### src/rtl/regbank.sv
module regbank #(
  parameter int NUM_REGS = 32,
  parameter int DATA_W   = 32,
  parameter int IDX_W    = $clog2(NUM_REGS)
) (
  input  logic              clk,
  input  logic              clr,
  input  logic              wr_en,
  input  logic [IDX_W-1:0]  wr_idx,
  input  logic [DATA_W-1:0] wr_data,
  input  logic [IDX_W-1:0]  rd_a_idx,
  output logic [DATA_W-1:0] rd_a_data,
  input  logic [IDX_W-1:0]  rd_b_idx,
  output logic [DATA_W-1:0] rd_b_data
);

  logic [DATA_W-1:0] slots [NUM_REGS];

  always_ff @(negedge clk or posedge clr) begin
    if (clr) begin
      for (int i = 0; i < NUM_REGS; i++) slots[i] <= '0;
    end else if (wr_en && (wr_idx != '0)) begin
      slots[wr_idx] <= wr_data;
    end
  end

  assign rd_a_data = (rd_a_idx == '0) ? '0 : slots[rd_a_idx];
  assign rd_b_data = (rd_b_idx == '0) ? '0 : slots[rd_b_idx];

endmodule


### config.mk
export PLATFORM = sky130hd
export DESIGN_NAME = regbank
export DESIGN_NICKNAME = d
export VERILOG_FILES = /design/src/rtl/regbank.sv
export SDC_FILE = /design/constraint.sdc
export NUM_CORES = 2
export LEC_CHECK = 0
export CAP_MARGIN = 0
export CORE_MARGIN = 1
export CORE_UTILIZATION = 55
export DETAILED_ROUTE_END_ITERATION = 12
export GPL_ROUTABILITY_DRIVEN = 0
export PLACE_DENSITY = 0.83
export REMOVE_ABC_BUFFERS = 1
export SETUP_SLACK_MARGIN = 0.15
export SYNTH_ARGS = -nofsm -noshare
export SYNTH_HDL_FRONTEND = slang
export SYNTH_SLANG_ARGS = --single-unit
### constraint.sdc
create_clock -name clk -period 39.7 [get_ports clk]
set_clock_uncertainty 0.15 [all_clocks]
set_input_delay 7.94 -clock clk [delete_from_list [all_inputs] [get_ports clk]]
set_output_delay 7.94 -clock clk [all_outputs]
set_load 0.05 [all_outputs]
# [Word level (Yosys, flattened, before mapping)]
# Cells that the tools add are included.
# W data, S select, Z words.
[totals] n_memories=0 inputBits=50 reg_bits=1024 romBits=0 ramBits=0 output_inout_bits=64 wordCells=55 latch_bits=0
[classes] div=0 n_reduce_logical=5 mux=11 n_mul=0 n_eq_ne=0 bitwise_logic=3 n_shift=0 n_lt_le_gt_ge=4 addsub=0
[ops] operator="$bwmux W1024" n=1
[ops] operator="$bmux W32 S5" n=2
[ops] operator="$mux W32" n=7
[ops] operator="$demux W32 S5" n=1
[ops] operator="$ge A6 B6 Y1 const B" n=3
[ops] operator="$not A5 Y6" n=3
[ops] operator="$logic_not A5 Y1" n=2
[ops] operator="$lt A6 B1 Y1 const B" n=1
[ops] operator="$reduce_bool A5 Y1" n=1
[ops] operator="$logic_and A1 B1 Y1" n=2

# [Logic depth before layout (Yosys ltp)]
[logic_depth] ltp_word=6 depth_mapped=9 ltp_nobuf=4

==> flow_summary_export.csv <==
group,metric,value,unit
status,status,"finished, final reports clean",
synth,ys_async_sr_fraction,1.00,
pwr,ir_worst_vdd,0.0440,mV
sta,finalSetupViolations,0,
worst_setup_path,crit_path_max_fanout,3,
placement,portBuffers,113,
layout,syn2layout_area_growth,9.88,%
min_path,holdCritStartpoint,"slots[1021]",
worst_setup_path,worstReg2RegEnd,"slots[991]",
drt,drt_iter0_drc,4239,
worst_setup_path,rr_worst_depth,1,
drt,drtAntennaViolNets,0,
min_path,hold-path-cell-count,0,
clock_network,cts_tree,"built",
layout,fin_cells,4961,
worst_setup_path,cp-end-kind,"output pin",
pwr,p_int,2.29,mW
global_routing,antenna_found_initial,10,
synth,yosys.area.top_type,"dfrtn_1",
global_routing,grt_pass1_wl,247000,µm
layout,finalInstanceArea,60100,µm²
synth,synthDistinctLibCells,48,
synth,synth_common_cells,"1037 x mux2_2, 1024 x dfrtn_1, 397 x mux4_2",
synth,synth_flop_cell,"dfrtn_1",
sta,tightest_slew,1.18,ns
drt,drtPass1Iterations,5,
floorplan,io-pin-count,114,
clock_network,cts_buffers,105,
global_routing,grt_use_total,0.329,
clock_network,cts-htree-levels,3,
drt,via_per_inst,7.26,
layout,nets,3625,
synth,avgSynthCellArea,14.8,µm²
worst_setup_path,reg2reg_slack,38.71,ns
drt,drt-total-wl,165000,µm
worst_setup_path,criticalPathCategory,"reg2out",
pwr,seq_power_share,0.447,
synth,ys_seq_area_frac,0.468,
min_path,hp-class,"reg2reg",
layout,top_regs,"slots: 1024 flops",
clock_network,root_buffer,"clkbuf_16",
worst_setup_path,crit_arrival,23.40,ns
drt,drc_errors,0,
pwr,power,3.18,mW
clock_network,post_cts_resized,0,
drt,dr_total_vias,36015,
floorplan,die-height,317,µm
layout,fillers,7163,
drt,wl_per_cell,33.3,µm
sta,final_max_slew_viol_count,0,
sta,hold_viol_final,0,
sta,maxSlewHeadroom,0.209,
clock_network,postCtsSetupRepairBufs,0,
global_routing,grt_overflow,0,
layout,top_register,"slots",
floorplan,die_w,317,µm
floorplan,num_rows,115,
global_routing,grt_pass1_vias,37247,
placement,post-place-cells,4755,
worst_setup_path,rr_startpoint,"slots[991]",
run,drv_cap,0,
pwr,powerDensity,52.9,nW/µm²
layout,layout-drive-gt1-share,0.483,
floorplan,start_util,0.556,
clock_network,hold_buffers,0,
pwr,comb_power_share,0.205,
floorplan,fp.coreArea,98400,µm²
clock_network,clkSinkCount,1024,
synth,synth_warnings,0,
min_path,min_to,"slots[1021]",
synth,synth_top_cell_area_share,0.468,
worst_setup_path,cp-start-kind,"flop",
synth,synth_edf_count,0,
pwr,p_leak,26.0,nW
layout,seq_area,25600,µm²
global_routing,grt_max_degree,171,
clock_network,path_clk_slew,0.04,ns
synth,post-synth-top-count-cell,"mux2_2",
pwr,p_sw_frac,0.280,
pwr,clkPwrFrac,0.347,
sta,rsz0062_at_grt,"false",
layout,largest_reg_flops,1024,
layout,multiInputGateArea,27100,µm²
pwr,power.switching,890,µW
synth,netlist_area,54700,µm²
clock_network,clockBufferDepth,3,
placement,post_dp_cell_area,56200,µm²
clock_network,insertion_delay,0.64,ns
worst_setup_path,required,31.61,ns
sta,totalNegativeSetupSlack,0,ns
synth,synthCells,3692,
synth,synth_area_leaders,"dfrtn_1 47%, mux2_2 21%, mux4_2 16%",
synth,ys_seq_elements,1024,
floorplan,dieArea,101000,µm²
placement,place_hpwl,95100,µm
power groups by stage:
stage / clock [mW] / combinational, mW / sequential (mW)
floorplan: 0 / 0.481 / 1.37
global placement: 0 / 0.625 / 1.41
detailed placement: 0 / 0.645 / 1.43
CTS: 1.11 / 0.651 / 1.41
global route: 1.15 / 0.692 / 1.44
finish: 1.10 / 0.653 / 1.42
layout make-up:
cell class	instances	share of cell area
Antenna cell	7	0.000291
Clock buffer	141	0.0504
Timing Repair Buffer	203	0.0308
Inverter	3	0.000312
Tap cell	1287	0.0268
Clock inverter	58	0.0143
Multi-Input combinational cell	2238	0.451
Sequential cell	1024	0.426
per-layer routing:
metal | GRT usage | share of wire | vias to the layer above
met4 | 0.175 | 0.058 | 6
li1 | - | - | 14062
met1 | 0.430 | 0.37 | 19162
met2 | 0.505 | 0.46 | 2222
met3 | 0.0881 | 0.11 | 563
met5 | 0 | 0.00027 | -
worst max-delay path by stage:
stage,startpoint,end,slack (ns),cells after the start
finish,slots[515],rd_a_data[3],8.21,5
global route,slots[506],rd_b_data[26],8.06,5
CTS,slots[515],rd_a_data[3],8.31,5
detailed placement,wr_idx[4],slots[431],8.88,5
global placement,wr_idx[3],slots[714],8.96,5
floorplan,clr,slots[0],-16.33,1
critical path: stages, from the launching register on:
cell and delay, ns:
dfrtn_1 0.36, mux4_2 0.49, a22o_1 0.24, a2111oi_0 0.79, nor3_1 0.26, clkdlybuf4s50_1 0.77
cell families (layout without fill, tap and decap cells):
family,after synthesis,in the layout,synth area share
multiplexers,1705,1705,0.426
AND/OR/NAND/NOR,207,207,0.0206
other,0,7,0
AO/OA/AOI/OAI,326,326,0.0446
flip-flops,1024,1024,0.468
buffers and inverters,430,405,0.0403
placed cells by master (no fill, tap or decap), types with 38 or more instances in the layout:
cell	instances
clkdlybuf4s50_1	104
a22oi_1	77
o22ai_1	40
clkbuf_16	105
dfrtn_1	1024
buf_4	88
a21oi_1	43
mux4_2	397
mux2i_1	271
nor2b_1	38
mux2_2	1037
a22o_1	42
stage by stage:
step                hold WS, ns   util  setup WS, ns
global placement          0.190  0.571          8.96
floorplan                 0.175      -        -16.33
finish                    0.195  0.611          8.21
global route              0.200  0.611          8.06
CTS                       0.195  0.611          8.31
detailed placement        0.192  0.571          8.88
(Power assumes the default switching activity.)
